## src/rtl/opnd_addr_pkg.sv

```systemverilog
// Shared encodings for the operand address generator.
// Assumes the mode field is three bits wide and fully decoded.
package opnd_addr_pkg;

    typedef enum logic [2:0] {
        MD_REG   = 3'd0,
        MD_DIR   = 3'd1,
        MD_IND   = 3'd2,
        MD_IDX   = 3'd3,
        MD_IMM   = 3'd4,
        MD_FRAME = 3'd5,
        MD_IO    = 3'd6,
        MD_STACK = 3'd7
    } mode_e;

    // Kind of answer a request produces
    typedef enum logic [2:0] {
        CL_NONE = 3'd0,
        CL_MEM  = 3'd1,
        CL_PTR  = 3'd2,
        CL_IO   = 3'd3,
        CL_IMM  = 3'd4,
        CL_BAD  = 3'd5
    } class_e;

    // Which sum feeds the address output
    typedef enum logic [1:0] {
        SRC_OPND  = 2'd0,
        SRC_INDEX = 2'd1,
        SRC_FRAME = 2'd2,
        SRC_STACK = 2'd3
    } src_e;

endpackage

```

## src/rtl/ea_mode_decode.sv

```systemverilog
// Mode decoder: maps a mode code and the control-transfer flag to the
// kind of answer and the address source. Purely combinational.
// Assumes all eight codes are defined; stack modes are illegal for transfers.
module ea_mode_decode
    import opnd_addr_pkg::*;
(
    input  mode_e  mode,
    input  logic   is_xfer,
    output class_e cls,
    output src_e   src
);

    // Classify the request and pick the address sum
    always_comb begin
        cls = CL_NONE;
        src = SRC_OPND;
        unique case (mode)
            MD_REG:   cls = CL_NONE;
            MD_DIR:   cls = CL_MEM;
            MD_IND:   cls = CL_PTR;
            MD_IDX: begin
                cls = CL_MEM;
                src = SRC_INDEX;
            end
            MD_IMM:   cls = CL_IMM;
            MD_FRAME: begin
                cls = is_xfer ? CL_BAD : CL_MEM;
                src = SRC_FRAME;
            end
            MD_IO:    cls = CL_IO;
            MD_STACK: begin
                cls = is_xfer ? CL_BAD : CL_MEM;
                src = SRC_STACK;
            end
            default:  cls = CL_NONE;
        endcase
    end

endmodule

```

## src/rtl/ea_addr_calc.sv

```systemverilog
// Address arithmetic: computes base+displacement and stack-window sums.
// Assumes STK_W <= AW; stack sums wrap inside STK_W bits and the bits
// above are forced to one, placing the stack at the top of memory.
module ea_addr_calc
    import opnd_addr_pkg::*;
#(
    parameter int AW    = 16,
    parameter int STK_W = 12
) (
    input  logic [AW-1:0]    operand,
    input  logic [AW-1:0]    reg_b,
    input  logic [STK_W-1:0] reg_sp,
    input  logic [STK_W-1:0] reg_fp,
    input  src_e             src,
    output logic [AW-1:0]    addr
);

    localparam int HI_W = AW - STK_W;

    logic [AW-1:0]    idx_sum;
    logic [STK_W-1:0] frame_off;
    logic [STK_W-1:0] stack_off;
    logic [AW-1:0]    frame_addr;
    logic [AW-1:0]    stack_addr;

    // Wrapping sums for indexed and stack-relative forms
    always_comb begin
        idx_sum   = reg_b + operand;
        frame_off = reg_fp + operand[STK_W-1:0];
        stack_off = reg_sp + operand[STK_W-1:0];
    end

    generate
        if (HI_W > 0) begin : g_window
            // Place stack offsets under an all-ones prefix
            always_comb begin
                frame_addr = {{HI_W{1'b1}}, frame_off};
                stack_addr = {{HI_W{1'b1}}, stack_off};
            end
        end else begin : g_flat
            // Stack spans the whole space
            always_comb begin
                frame_addr = frame_off;
                stack_addr = stack_off;
            end
        end
    endgenerate

    // Select the sum the decoder asked for
    always_comb begin
        unique case (src)
            SRC_INDEX: addr = idx_sum;
            SRC_FRAME: addr = frame_addr;
            SRC_STACK: addr = stack_addr;
            default:   addr = operand;
        endcase
    end

endmodule

```

## src/rtl/ea_ind_seq.sv

```systemverilog
// Indirect fetch sequencer: holds the block busy from the pointer read
// until the pointer word returns. Assumes memory answers with a
// single-cycle ptr_valid pulse; synchronous active-low reset.
module ea_ind_seq (
    input  logic clk,
    input  logic rst_n,
    input  logic start,
    input  logic ptr_valid,
    output logic busy,
    output logic fire
);

    typedef enum logic {ST_IDLE, ST_WAIT} st_e;
    st_e state;

    // Advance between idle and pointer-wait
    always_ff @(posedge clk) begin
        if (!rst_n) begin
            state <= ST_IDLE;
        end else if (state == ST_IDLE && start) begin
            state <= ST_WAIT;
        end else if (state == ST_WAIT && ptr_valid) begin
            state <= ST_IDLE;
        end
    end

    // Expose the wait state and the pointer acceptance
    always_comb begin
        busy = (state == ST_WAIT);
        fire = (state == ST_WAIT) && ptr_valid;
    end

    // a start from idle leads to a busy cycle
    p_start_busy_r9: assert property (@(posedge clk) disable iff (!rst_n)
        (state == ST_IDLE && start) |=> busy);

    // a further start while waiting does not restart the sequence
    p_wait_holds_r12: assert property (@(posedge clk) disable iff (!rst_n)
        (busy && !ptr_valid) |=> busy);

endmodule

```

## src/rtl/opnd_addr_gen.sv

```systemverilog
// Operand effective address generator for a 16-bit accumulator CPU.
// Decodes the mode, forms the address, runs the two-step indirect fetch
// and registers one result strobe per request. Requests are ignored
// while an indirect fetch is pending. Synchronous active-low reset.
module opnd_addr_gen
    import opnd_addr_pkg::*;
#(
    parameter int AW    = 16,
    parameter int DW    = 16,
    parameter int STK_W = 12,
    parameter int IO_W  = 8
) (
    input  logic             clk,
    input  logic             rst_n,
    input  logic             req_valid,
    input  logic [2:0]       mode,
    input  logic             is_xfer,
    input  logic [DW-1:0]    operand,
    input  logic [AW-1:0]    reg_b,
    input  logic [STK_W-1:0] reg_sp,
    input  logic [STK_W-1:0] reg_fp,
    input  logic             ptr_valid,
    input  logic [AW-1:0]    ptr_data,
    output logic             done,
    output logic             mem_req,
    output logic             ptr_req,
    output logic [AW-1:0]    mem_addr,
    output logic             io_req,
    output logic [IO_W-1:0]  io_addr,
    output logic             imm_valid,
    output logic [DW-1:0]    imm_data,
    output logic             illegal,
    output logic             busy
);

    localparam int HI_W = AW - STK_W;

    class_e        cls;
    src_e          src;
    logic [AW-1:0] calc_addr;
    logic          accept;
    logic          fire;
    logic          seq_start;

    ea_mode_decode u_decode (
        .mode    (mode_e'(mode)),
        .is_xfer (is_xfer),
        .cls     (cls),
        .src     (src)
    );

    ea_addr_calc #(.AW(AW), .STK_W(STK_W)) u_calc (
        .operand (operand[AW-1:0]),
        .reg_b   (reg_b),
        .reg_sp  (reg_sp),
        .reg_fp  (reg_fp),
        .src     (src),
        .addr    (calc_addr)
    );

    // Requests are taken only when no indirect fetch is pending
    always_comb begin
        accept    = req_valid && !busy;
        seq_start = accept && (cls == CL_PTR);
    end

    ea_ind_seq u_seq (
        .clk       (clk),
        .rst_n     (rst_n),
        .start     (seq_start),
        .ptr_valid (ptr_valid),
        .busy      (busy),
        .fire      (fire)
    );

    // Register one result per accepted request or returned pointer
    always_ff @(posedge clk) begin
        if (!rst_n) begin
            done      <= 1'b0;
            mem_req   <= 1'b0;
            ptr_req   <= 1'b0;
            io_req    <= 1'b0;
            imm_valid <= 1'b0;
            illegal   <= 1'b0;
            mem_addr  <= '0;
            io_addr   <= '0;
            imm_data  <= '0;
        end else begin
            done      <= 1'b0;
            mem_req   <= 1'b0;
            ptr_req   <= 1'b0;
            io_req    <= 1'b0;
            imm_valid <= 1'b0;
            illegal   <= 1'b0;
            if (fire) begin
                mem_req  <= 1'b1;
                done     <= 1'b1;
                mem_addr <= ptr_data;
            end else if (accept) begin
                unique case (cls)
                    CL_MEM: begin
                        mem_req  <= 1'b1;
                        done     <= 1'b1;
                        mem_addr <= calc_addr;
                    end
                    CL_PTR: begin
                        ptr_req  <= 1'b1;
                        mem_addr <= calc_addr;
                    end
                    CL_IO: begin
                        io_req  <= 1'b1;
                        done    <= 1'b1;
                        io_addr <= operand[IO_W-1:0];
                    end
                    CL_IMM: begin
                        imm_valid <= 1'b1;
                        done      <= 1'b1;
                        imm_data  <= operand;
                    end
                    CL_BAD: begin
                        illegal <= 1'b1;
                        done    <= 1'b1;
                    end
                    default: done <= 1'b1;
                endcase
            end
        end
    end

    // access strobes never overlap
    p_one_strobe_r13: assert property (@(posedge clk) disable iff (!rst_n)
        $onehot0({mem_req, ptr_req, io_req, imm_valid}));

    // an illegal answer completes without any access
    p_illegal_quiet_r10: assert property (@(posedge clk) disable iff (!rst_n)
        illegal |-> (done && !mem_req && !ptr_req && !io_req && !imm_valid));

    // a frame or stack access lands in the top window
    p_stack_window_r4: assert property (@(posedge clk) disable iff (!rst_n)
        (mem_req && $past(accept && !is_xfer && (mode == MD_FRAME || mode == MD_STACK)))
            |-> (mem_addr[AW-1:AW-HI_W] == {HI_W{1'b1}}));

    // the returned pointer becomes the next access address
    p_ptr_forward_r9: assert property (@(posedge clk) disable iff (!rst_n)
        fire |=> (mem_req && done && mem_addr == $past(ptr_data)));

    // a busy cycle never starts a new non-memory answer
    p_busy_ignores_r12: assert property (@(posedge clk) disable iff (!rst_n)
        busy |=> (!ptr_req && !io_req && !imm_valid && !illegal));

    // immediate data equals the operand of the previous cycle
    p_imm_pass_r6: assert property (@(posedge clk) disable iff (!rst_n)
        imm_valid |-> (imm_data == $past(operand)));

endmodule

```

## config.mk

```make
export PLATFORM = sky130hd
export DESIGN_NAME = opnd_addr_gen
export DESIGN_NICKNAME = d
export VERILOG_FILES = /design/src/rtl/opnd_addr_pkg.sv /design/src/rtl/ea_mode_decode.sv /design/src/rtl/ea_addr_calc.sv /design/src/rtl/ea_ind_seq.sv /design/src/rtl/opnd_addr_gen.sv
export SDC_FILE = /design/constraint.sdc
export NUM_CORES = 1
export LEC_CHECK = 0
export BUFFER_PORTS_ARGS = -buffer_cell sky130_fd_sc_hd__buf_2
export CORE_ASPECT_RATIO = 1.1
export CORE_MARGIN = 4
export CORE_UTILIZATION = 52
export CTS_CLUSTER_DIAMETER = 150
export DETAILED_ROUTE_END_ITERATION = 10
export HOLD_SLACK_MARGIN = 0.02
export PLACE_DENSITY = 0.83
export RECOVER_POWER = 100
export SETUP_SLACK_MARGIN = 0.5
export SLEW_MARGIN = 40
export SYNTH_ARGS = -nofsm -noshare
export SYNTH_HDL_FRONTEND = slang
export SYNTH_HIERARCHICAL = 1
export SYNTH_SLANG_ARGS = --single-unit
```

## constraint.sdc

```tcl
create_clock -name clk -period 3.4 [get_ports clk]
set_input_delay 0.17 -clock clk [delete_from_list [all_inputs] [get_ports clk]]
set_output_delay 0.17 -clock clk [all_outputs]
set_load 0.02 [all_outputs]
```

Word level (Yosys, flattened, before mapping)
Cells that the tools add are included.
{"block": "classes", "n_addsub": 3, "reduce_logical": 16, "n_eq_ne": 15, "bitwise": 4, "muxes": 19}
{"operator": "$mux W16", "n": 3}
{"operator": "$pmux W16 S3", "n": 1}
{"operator": "$add A12 B12 Y12", "n": 2}
{"operator": "$eq A3 B3 Y1 const B", "n": 6}
{"operator": "$pmux W3 S6", "n": 1}
{"operator": "$add A16 B16 Y16", "n": 1}
{"operator": "$eq A3 B2 Y1 const B", "n": 4}
{"operator": "$mux W1", "n": 12}
{"operator": "$eq A3 B1 Y1 const B", "n": 2}
{"operator": "$pmux W2 S3", "n": 1}
{"operator": "$reduce_and A3 Y1", "n": 2}
{"operator": "$reduce_bool A2 Y1", "n": 3}
{"operator": "$reduce_or A2 Y1", "n": 3}
{"operator": "$eq A2 B2 Y1 const B", "n": 2}
{"operator": "$logic_and A1 B1 Y1", "n": 4}
{"operator": "$not A1 Y1", "n": 4}
{"operator": "$logic_not A3 Y1", "n": 1}
{"operator": "$mux W3", "n": 1}
{"operator": "$reduce_or A3 Y1", "n": 1}
{"operator": "$eq A2 B1 Y1 const B", "n": 1}
{"operator": "$reduce_and A2 Y1", "n": 1}
{"operator": "$logic_not A1 Y1", "n": 1}
{"block": "word_totals", "input_bits": 80, "output_inout_bits": 47, "reg_bits": 47, "wordCells": 67}

Depth between registers and ports, before layout
Gate-level depths: netlist of the first run.
{"block": "logic_depth", "word_depth": 8, "mapped_depth": 14, "ltp_nobuf": 13}

By module
The synthesis of the first run kept the hierarchy.
{"module": "opnd_addr_gen", "area_per_inst_um2": 2078.2, "cells_each": 227, "n_inst": 1, "seq_area_each_um2": 920.9}
{"module": "ea_addr_calc", "area_per_inst_um2": 1712.9, "cells_each": 236, "n_inst": 1, "seq_area_each_um2": 0.0}
{"module": "ea_mode_decode", "area_per_inst_um2": 46.3, "cells_each": 6, "n_inst": 1, "seq_area_each_um2": 0.0}
{"module": "ea_ind_seq", "area_per_inst_um2": 40.0, "cells_each": 4, "n_inst": 1, "seq_area_each_um2": 20.0}

Worst setup path after synthesis of the first run
Ideal clock, no wire load.
{"block": "synth_path", "path_kind": "in2reg", "from": "input mode[2]", "to": "register mem_addr[8]", "arrival_ns": 2.976, "required_ns": 3.277, "setup_time_ns": 0.123, "cell_stages": 14, "path_buffers": 2, "setup_slack_ns": 0.301, "cell_sequence": "and2_1 > buf_2 > nand2_1 > buf_1 > mux2_2 > fa_1 > a21o_1 > a21oi_2 > o2111ai_1 > a21oi_1 > mux2i_1 > a221o_1 > o211ai_1 > mux2i_1"}
{"block": "synth_via", "elab_chain_len": 7, "word_cells_on_any_way": 24, "classes_between": "12 x eq/ne; 6 x mux; 6 x reduce/logical"}
{"item": "from (decl)", "line": "opnd_addr_gen.sv:16", "source": "input logic [2:0] mode,"}
{"item": "$eq A3 B3 Y1 / $eq A3 B2 Y1 (equally long branches)", "line": "ea_mode_decode.sv:17", "source": "unique case (mode)"}
{"item": "$pmux W2 S3 *", "line": "ea_mode_decode.sv:17"}
{"item": "$eq A2 B2 Y1 / $eq A2 B1 Y1 (equally long branches)", "line": "ea_addr_calc.sv:51", "source": "unique case (src)"}
{"item": "$pmux W16 S3 *", "line": "ea_addr_calc.sv:51"}
{"item": "named net calc_addr[8]", "line": "opnd_addr_gen.sv:40", "source": "logic [AW-1:0] calc_addr;"}
{"item": "$mux W16 *", "line": "opnd_addr_gen.sv:100", "source": "unique case (cls)"}
{"item": "$mux W16 *", "line": "opnd_addr_gen.sv:99", "source": "end else if (accept) begin"}
{"item": "$mux W16 *", "line": "opnd_addr_gen.sv:95", "source": "if (fire) begin"}
{"item": "to (signal assigned)", "line": "opnd_addr_gen.sv:98", "source": "mem_addr <= ptr_data;"}
{"item": "to (signal assigned)", "line": "opnd_addr_gen.sv:104", "source": "mem_addr <= calc_addr;"}
{"item": "to (signal assigned)", "line": "opnd_addr_gen.sv:108", "source": "mem_addr <= calc_addr;"}
{"item": "to (decl)", "line": "opnd_addr_gen.sv:27", "source": "output logic [AW-1:0] mem_addr,"}
Mark *: on every way through the listed nets, which the timed path passes. The rest lies on a longest branch. The select of a mux whose other input is x is not followed.
A chain may end at the register's enable or synchronous reset.

Final worst setup path of the first run
{"block": "layout_path", "from": "input mode[0]", "to": "register mem_addr[8]"}
{"block": "layout_via", "elab_chain_len": 7, "word_cells_on_any_way": 24, "classes_between": "12 x eq/ne; 6 x mux; 6 x reduce/logical"}
{"item": "$eq A3 B3 Y1 / $eq A3 B2 Y1 (equally long branches)", "line": "ea_mode_decode.sv:17"}
{"item": "$pmux W2 S3 *", "line": "ea_mode_decode.sv:17"}
{"item": "named net src[1]", "line": "opnd_addr_gen.sv:39", "source": "src_e src;"}
{"item": "$eq A2 B2 Y1 / $eq A2 B1 Y1 (equally long branches)", "line": "ea_addr_calc.sv:51"}
{"item": "$pmux W16 S3 *", "line": "ea_addr_calc.sv:51"}
{"item": "named net calc_addr[8]", "line": "opnd_addr_gen.sv:40"}
{"item": "$mux W16 *", "line": "opnd_addr_gen.sv:100"}
{"item": "$mux W16 *", "line": "opnd_addr_gen.sv:99"}
{"item": "$mux W16 *", "line": "opnd_addr_gen.sv:95"}
Marks and branches as above.

==> flow_metrics.tcl, run 1 <==
set metrics [dict create \
    crit_required_ps 3570 \
    ios 127 \
    regArea_um2 941 \
    synthMuxAreaShare 0.0939 \
    rr_startpoint "u_seq/busy" \
    rrSetupSlack_ps 1050 \
    synth_fa_ha_area_frac 0.0975 \
    syn-mean-instance-area_um2 8.20 \
    wire_per_inst_um 16.9 \
    io_buffer_count 126 \
    placed_cell_area_um2 4480 \
    clk_latency_ps 300 \
    areaGrowthSynthToFinish_pct 15.7 \
    drt_iter0_markers 320 \
    critPathTopFamily "compound AO/OA/AOI/OAI gates" \
    grt_pass1_wl_mm 18.1 \
    ys_ff_latch 47 \
    slew_viol_final 0 \
    grt_pass1_vias 3883 \
    die_y_um 98.6 \
    diodes 0 \
    yosysTopAreaCell "dfxtp_1" \
    cpMostUsedCell "mux2i_1" \
    synth_compound_area_frac 0.269 \
    min_period_ps 2900 \
    critPathBufInv 2 \
    layout_worst_path_cycle_share 0.853 \
    initial_core_util 0.544 \
    drc_errors 0 \
    synth_seq_area_share 0.243 \
    grt.overflow.total 0 \
    num_vias 4030 \
    ant_nets 0 \
    setup_tns_ps 0 \
    synth_xor_area_frac 0.0384 \
    final_nets 691 \
    startpoint_type "primary input" \
    slew_headroom 0.380 \
    p_leak_nw 1.86 \
    dp_hpwl_mm 8.74 \
    cts_sinks 47 \
    ys_types 57 \
    wirelength_mm 11.3 \
    fp.dieArea_um2 8900 \
    clk_pin_slew_worst_paths_ps 90 \
    hold_violations 0 \
    synth_edf_count 0 \
    cts_setup_buffers 0 \
    cts_buffer_depth 2 \
    hold_class "primary input to flip-flop" \
    rsz0062_at_grt "false" \
    final_layout_size_suffix_gt1_frac 0.190 \
    worstHoldStart "operand[14]" \
    core_um2 7130 \
    first_pass_iters 5 \
    nFillCells 672 \
    crit_type "primary input to flip-flop" \
    synth-simple-area-share 0.204 \
    postCtsHoldBufs 0 \
    slowest_delay_ps 450 \
    rows 32 \
    place_congestion 0.924 \
    worstPathCellList "clkbuf_1, and2_0, nand2_1, buf_6, mux2_1, fa_1, a21o_1, a21oi_4, o2111ai_1, a21oi_2, mux2i_1, a221o_1, o211ai_1, mux2i_1" \
    outcome "completed" \
    h-tree-depth 2 \
    multiInputGateArea_um2 2680 \
    antenna_found_initial 0 \
    cp_slowest_cell "fa_1" \
    cp_max_fo 11 \
    vdd_drop_max_uv 202 \
    netlist_area_um2 3880 \
    die_w_um 90.3 \
    yosysWarnings 6 \
    p_per_area_nw_per_um2 343 \
    syn_nets 582 \
    synth_top_family_by_area "compound AO/OA/AOI/OAI gates" \
    grt_max_degree 41 \
    vias_per_cell 6.03 \
    synthArstFlopShare 0 \
    synth.area.top_cells "dfxtp_1 24%, ha_1 8.7%, a21oi_1 7.0%" \
    worstPathArrival_ps 3070 \
    ys.flop_type "dfxtp_1" \
    cts_root_buf "clkbuf_8" \
    worst-slew-pin-transition_ps 930 \
    setup_viol 0 \
    grtUsageTotal 0.245 \
    finClkSkew_ps 11.1 \
    cts_buffers 5 \
    max_freq_ghz 0.345 \
    synth_top_area_frac 0.243 \
    final_cell_area_um2 4490 \
    synth_cells 473 \
    crit_path_end_kind "flip-flop" \
    cap_violations 0 \
    startpoint "mode[0]" \
    cts_tree "yes" \
]
==> Yosys cell counts (9+ instances only) <==
library cell	instances
mux2i_1	24
ha_1	27
nor2_1	22
mux2_2	11
o21ai_1	17
o21ai_0	10
inv_1	10
dfxtp_1	47
nand2b_1	19
nand3_1	30
a211oi_1	9
clkbuf_1	10
nand2_1	36
o211ai_1	21
a21oi_1	54
xnor2_1	11
o21ai_2	9
==> cell families after synthesis <==
| logic type | count (synthesis) |
|---|---|
| AOI/OAI and AO/OA | 158 |
| xor gates and xnor gates | 17 |
| adders and majority gates | 29 |
| buffers and inverters | 39 |
| DFF | 47 |
| muxes | 35 |
| and+or+nand+nor | 148 |
==> report_power, final <==
part	leakage, nW	internal (mW)	switching (mW)	total, mW
Sequential	0.382	0.574	0.0124	0.586
Combinational	1.42	0.214	0.311	0.525
Clock	0.0587	0.223	0.203	0.426
==> cell usage in the layout (no fill, tap or decap), types with 8 or more instances in the layout <==
| cell | netlist | routed |
|---|---|---|
| buf_2 | 7 | 77 |
| a21oi_1 | 54 | 53 |
| clkbuf_1 | 10 | 50 |
| dfxtp_1 | 47 | 47 |
| nand2_1 | 36 | 36 |
| o21ai_0 | 10 | 35 |
| nand3_1 | 30 | 30 |
| ha_1 | 27 | 27 |
| mux2i_1 | 24 | 24 |
| nor2_1 | 22 | 22 |
| o211ai_1 | 21 | 21 |
| nand2b_1 | 19 | 19 |
| a211oi_1 | 9 | 11 |
| xnor2_1 | 11 | 11 |
| mux2_2 | 11 | 10 |
| inv_1 | 10 | 9 |
| nor3_1 | 7 | 8 |
==> per-stage QoR <==
stage                     hold slack [ps]  setup slack (ps)  utilization  total power [mW]  instances
after floorplan                       317               507            -             0.975        473
after CTS                             163               519        0.647              1.55        668
after detailed placement              452               192        0.629              1.13        660
final                                 165               499        0.629              1.54        668
after global routing                  158               411        0.629              1.62        668
after global placement                443               342        0.627              1.11        659
==> timing repair <==
item / CTS / global route
gates resized for setup: 1 / 3
pin swaps: 0 / 1
endpoints found under the setup margin: 1 / 5
==> worst reg2reg max path: cells and delay by family (launching register included) <==
| kind | cells | cell delay [ps] |
|---|---|---|
| compound gates | 2 | 430 |
| buf+inv | 1 | 690 |
| flops | 1 | 480 |
| simple gates | 2 | 690 |
==> flip-flops by register name (all words and copies together) (netlist names) <==
signal,count
done,1
illegal,1
imm_data,16
imm_valid,1
io_addr,8
io_req,1
mem_addr,16
mem_req,1
ptr_req,1
u_seq/busy,1
==> per-layer routing <==
layer	global-route usage	vias up	part of all wire
met3	0.0504	35	0.081
met2	0.406	215	0.46
met4	0.110	0	0.038
met1	0.308	1823	0.42
li1	-	1957	-
met5	0	-	0
==> path summary, 6_finish.rpt <==
check / to / cells after the start
setup / recovery: mem_addr[8] / 14
hold / removal: imm_data[14] / 3
setup reg to reg: imm_data[7] / 5
hold reg to reg: mem_addr[12] / 2
==> cell type report <==
cell class	instances	area share
Sequential cell	47	0.210
Tap cell	85	0.0237
Clock inverter	3	0.0106
Timing Repair Buffer	131	0.135
Inverter	10	0.00837
Clock buffer	5	0.0153
Multi-Input combinational cell	387	0.597
No activity file was read; power rests on OpenSTA's default activity.
==> run 2, diff against run 1 <==
--- a/config.mk
+++ b/config.mk
@@ -9,12 +9,15 @@
 export CORE_ASPECT_RATIO = 1.1
 export CORE_MARGIN = 4
 export CORE_UTILIZATION = 52
+export CTS_BUF_LIST = sky130_fd_sc_hd__clkbuf_8 sky130_fd_sc_hd__clkbuf_16
 export CTS_CLUSTER_DIAMETER = 150
 export DETAILED_ROUTE_END_ITERATION = 10
 export HOLD_SLACK_MARGIN = 0.02
+export MAX_ROUTING_LAYER = met4
 export PLACE_DENSITY = 0.83
 export RECOVER_POWER = 100
 export SETUP_SLACK_MARGIN = 0.5
+export SKIP_LAST_GASP = 1
 export SLEW_MARGIN = 40
 export SYNTH_ARGS = -nofsm -noshare
 export SYNTH_HDL_FRONTEND = slang
==> run 2 against run 1 <==
Clock-buffer cell count did not move. Cell area is 0.20% higher. First-iteration DRC count decreased by 11%. Fmax shrank 4.5%. Combinational power is essentially flat. Largest cell class unchanged. Non-clock buffer count grew 1. Flip-flop and latch count unchanged. Largest power group unchanged. Global-route usage is essentially flat.
==> flow_metrics.tcl, run 2 (synthesis gave the netlist of run 1 again) <==
set metrics [dict create \
    outcome "completed" \
    grt_pass1_vias 3728 \
    crit_type "primary input to flip-flop" \
    clk_pin_slew_worst_paths_ps 100 \
    min_period_ps 3040 \
    hold_depth 3 \
    fp.dieArea_um2 8900 \
    rsz0062_at_grt "false" \
    crit_required_ps 3560 \
    grt.overflow.total 0 \
    p_sw_frac 0.343 \
    p_sw_mw 0.527 \
    diodes 0 \
    worst-slew-pin-transition_ps 1190 \
    setup_tns_ps 0 \
    cts_root_buf "clkbuf_8" \
    power.share.clock 0.277 \
    slew_viol_final 0 \
    layout_worst_path_cycle_share 0.894 \
    cap_violations 0 \
    use_met2 0.393 \
    grt_use_met3 0.0412 \
    antenna_found_initial 0 \
    final_layout_size_suffix_gt1_frac 0.197 \
    rr_worst_depth 5 \
    initial_core_util 0.544 \
    layout_commonest_cell "buf_2" \
    rows 32 \
    grt_max_degree 41 \
    die_y_um 98.6 \
    max_freq_ghz 0.329 \
    wirelength_mm 11.3 \
    hold_class "primary input to flip-flop" \
    crit_path_end_kind "flip-flop" \
    vias_per_cell 6.03 \
    grtUsageTotal 0.245 \
    slew_headroom 0.209 \
    postCtsHoldBufs 0 \
    combPwrFrac 0.342 \
    nFillCells 649 \
    p_int_mw 1.01 \
    vdd_drop_max_uv 212 \
    finClkSkew_ps 13.8 \
    h-tree-depth 2 \
    placed_cell_area_um2 4480 \
    layout_common_cells "78 x buf_2, 55 x a21oi_1, 50 x clkbuf_1, 47 x dfxtp_1, 35 x nand2_1" \
    top_usage_layer "met2" \
    first_pass_iters 5 \
    die_w_um 90.3 \
    cp_max_fo 8 \
    multiInputGateArea_um2 2680 \
    drc_errors 0 \
    cts_buffers 5 \
    core_um2 7130 \
    startpoint_type "primary input" \
    top_regs "imm_data x16, mem_addr x16, io_addr x8" \
    setup_viol 0 \
    drt_iter0_markers 284 \
    p_leak_nw 1.86 \
    cts_buffer_depth 2 \
    cts_tree "yes" \
    worstPathArrival_ps 3200 \
    ios 127 \
    p_seq_frac 0.381 \
    wire_per_inst_um 16.9 \
    areaGrowthSynthToFinish_pct 15.9 \
    ant_nets 0 \
    final_nets 692 \
    cts_sinks 47 \
    num_vias 4033 \
    place_congestion 0.882 \
    grt_pass1_wl_mm 17.7 \
    dp_hpwl_mm 8.62 \
    final_cell_area_um2 4490 \
    clk_latency_ps 310 \
    regArea_um2 941 \
    met1_usage 0.313 \
    hold_violations 0 \
    io_buffer_count 126 \
    p_per_area_nw_per_um2 342 \
]
## run 2: cell types whose count changed in the layout (fill, tap and decap cells not counted), sizes merged
cell,delta
buf,+1
clkinvlp,+1
clkinv,-1
## run 2: routing by layer
metal	share of wire	wire length, µm
met1	0.42	4790
met2	0.47	5350
met3	0.072	816
met4	0.028	320
met5	0	0
## run 2: timing repair
item	CTS	global route
endpoints found under the setup margin	0	3
setup buffers	0	1
gates resized for setup	0	4
## run 2: worst max-delay path: stages
cell and delay [ps]:
buf_2 110, and2_1 180, nand2_2 130, buf_6 130, clkbuf_1 350, mux2_1 400
ha_1 330, o211ai_1 140, o211ai_1 310, nand4_1 150, and4_1 200, a211oi_1 200
nand3_1 140, o211ai_1 180, mux2i_1 80
## run 2: final cells by class
cell class	instances	share of cell area
Timing Repair Buffer	132	0.136
Clock buffer	5	0.0153
Multi-Input combinational cell	387	0.597
Sequential cell	47	0.209
Tap cell	85	0.0237
Clock inverter	3	0.0103
Inverter	10	0.00835
## run 2: power by group through the flow
stage                     Combinational [mW]  Sequential, mW  Clock (mW)
after floorplan                        0.348           0.627           0
after global placement                 0.509           0.597           0
after detailed placement               0.527           0.598           0
after CTS                              0.529           0.585       0.428
after global routing                   0.574           0.589       0.445
final                                  0.525           0.586       0.426
## run 2: final timing paths
path / endpoint / slack, ps / start
setup / recovery: mem_addr[11] / 360 / mode[2]
hold / removal: imm_data[13] / 160 / operand[13]
setup reg to reg: io_addr[2] / 980 / u_seq/busy
hold reg to reg: mem_addr[11] / 460 / mem_addr[11]
## run 2: through the flow
stage | setup slack, ps | hold WS [ps] | std cells | utilization | power (mW)
after floorplan | 507 | 317 | 473 | - | 0.975
after global routing | 238 | 162 | 669 | 0.631 | 1.61
final | 361 | 158 | 669 | 0.631 | 1.54
after CTS | 533 | 157 | 668 | 0.645 | 1.54
after detailed placement | 252 | 452 | 660 | 0.629 | 1.12
after global placement | 304 | 443 | 659 | 0.627 | 1.11
==> run 3, diff against run 2 <==
--- a/config.mk
+++ b/config.mk
@@ -15,7 +15,7 @@
 export HOLD_SLACK_MARGIN = 0.02
 export MAX_ROUTING_LAYER = met4
 export PLACE_DENSITY = 0.83
-export RECOVER_POWER = 100
+export RECOVER_POWER = 50
 export SETUP_SLACK_MARGIN = 0.5
 export SKIP_LAST_GASP = 1
 export SLEW_MARGIN = 40
==> run 3 against run 2 <==
Highest routed layer unchanged. Final cell count stayed put. Sequential power hardly changed. Clock skew is 1.6 ps higher. Fmax is 9.5% higher. Clock power is 1% lower. Combinational power is 2% higher. Critical endpoint unchanged. Sequential share of layout area is 0.32 points lower. Largest power group unchanged. Clock-buffer cell count stayed put. Global-route usage stayed put. Worst hold slack better by 7.4 ps.
==> flow_metrics.tcl, run 3 (synthesis gave the netlist of run 1 again) <==
set metrics [dict create \
    slowest_delay_ps 360 \
    final_nets 692 \
    grt_pass1_vias 3728 \
    cp_max_fo 8 \
    cp_slowest_cell "mux2_2" \
    core_um2 7130 \
    p_per_area_nw_per_um2 338 \
    cts_tree "yes" \
    worstPathArrival_ps 2950 \
    min_period_ps 2780 \
    clk_latency_ps 300 \
    endpoint "mem_addr[11]" \
    whs_ps 165 \
    slew_headroom 0.451 \
    rrSetupSlack_ps 1530 \
    rsz0062_at_grt "false" \
    rr_worst_depth 5 \
    crit_required_ps 3570 \
    grt_pass1_wl_mm 17.7 \
    startpoint "mode[2]" \
    areaGrowthSynthToFinish_pct 17.7 \
    postCtsHoldBufs 0 \
    cp_num_cells 15 \
    finClkSkew_ps 15.5 \
    die_y_um 98.6 \
    num_vias 3987 \
    cts_buffer_depth 2 \
    critPathTopFamily "compound AO/OA/AOI/OAI gates" \
    slew_viol_final 0 \
    diodes 0 \
    layout_worst_path_cycle_share 0.817 \
    worst-slew-pin-transition_ps 823 \
    grtUsageTotal 0.245 \
    rr_startpoint "u_seq/busy" \
    startpoint_type "primary input" \
    crit_path_end_kind "flip-flop" \
    max_freq_ghz 0.360 \
    layout_common_cells "79 x buf_2, 54 x a21oi_1, 47 x dfxtp_1, 47 x clkbuf_1, 35 x nand2_1" \
    p_leak_nw 1.89 \
    worstPathCellList "buf_2, and2_1, nand2_2, buf_6, buf_4, mux2_2, ha_1, o211ai_1, o211ai_1, nand4_1, and4_1, a211oi_1, nand3_1, o211ai_1, mux2i_1" \
    ant_nets 0 \
    final_cell_area_um2 4560 \
    top_regs "imm_data x16, mem_addr x16, io_addr x8" \
    cpMostUsedCell "o211ai_1" \
    antenna_found_initial 0 \
    drc_errors 0 \
    cts_root_buf "clkbuf_8" \
    clk_pin_slew_worst_paths_ps 100 \
    hold_violations 0 \
    die_w_um 90.3 \
    rows 32 \
    final_layout_size_suffix_gt1_frac 0.226 \
    grt.overflow.total 0 \
    placed_cell_area_um2 4480 \
    wirelength_mm 11.2 \
    cts_buffers 5 \
    layout_commonest_cell "buf_2" \
    cts_sinks 47 \
    setup_viol 0 \
    wire_per_inst_um 16.8 \
    vias_per_cell 5.96 \
    placedCellCount 660 \
    h-tree-depth 2 \
    vdd_drop_max_uv 214 \
    drt_iter0_markers 288 \
    ios 127 \
    first_pass_iters 5 \
    crit_type "primary input to flip-flop" \
    worstReg2RegEnd "imm_data[15]" \
    io_buffer_count 126 \
    outcome "completed" \
    dp_hpwl_mm 8.62 \
    final_cells 669 \
    finalPower_mw 1.54 \
    setup_tns_ps 0 \
    hold_class "primary input to flip-flop" \
    place_congestion 0.882 \
    cap_violations 0 \
    initial_core_util 0.544 \
    fp.dieArea_um2 8900 \
    critPathBufInv 3 \
    grt_max_degree 41 \
]
## run 3: changes by cell type in the layout (fill, tap and decap cells not counted), sizes merged
cell    previous run  this run
buf               82        85
clkbuf            55        52
## run 3: worst min path at each step
stage              endpoint  slack (ps)  depth (start not counted)         start
5_1_grt        imm_data[13]         160                          3   operand[13]
4_1_cts        imm_data[13]         160                          3   operand[13]
2_1_floorplan    u_seq/busy         320                          2         rst_n
3_5_place_dp    mem_addr[3]         450                          2   mem_addr[3]
3_3_place_gp   mem_addr[13]         440                          2  mem_addr[13]
6_report       imm_data[13]         170                          3   operand[13]
## run 3: tightest hold or removal path, delay by kind of cell
kind            cells  cell delay (ps)
compound gates      1               50
simple gates        1               70
buf+inv             1              140
## run 3: report_power, final
part           leakage [nW]  switching, mW  total, mW  internal [mW]
registers             0.382         0.0121      0.586          0.574
clock network        0.0548          0.200      0.421          0.222
logic                  1.45          0.318      0.537          0.219
total                  1.89          0.530       1.54           1.01
## run 3: cell type report
class | count | area, µm²
multi-input cells | 387 | 2740
inverters | 10 | 37.5
clock inverters | 3 | 46.3
repair buffers | 132 | 621
flip-flops and latches | 47 | 941
well taps | 85 | 106
fillers | 630 | 2560
clock buffers | 5 | 68.8
## run 3: repair_timing
action / in CTS / in global routing
gates resized for setup: 0 / 4
setup endpoints to repair: 0 / 3
setup buffers: 0 / 1
## run 3: layer usage
metal  global-route usage  up-vias  part of all wire
met5                    -        -                 0
met4               0.0860        0             0.024
met3               0.0412       21             0.071
met2                0.393      171              0.47
met1                0.313     1838              0.43
li1                     -     1957                 -
## run 3: through the flow
stage	utilization	setup slack (ps)
floorplan	-	507
global placement	0.627	304
detailed placement	0.629	252
CTS	0.645	533
global route	0.640	501
finish	0.640	624
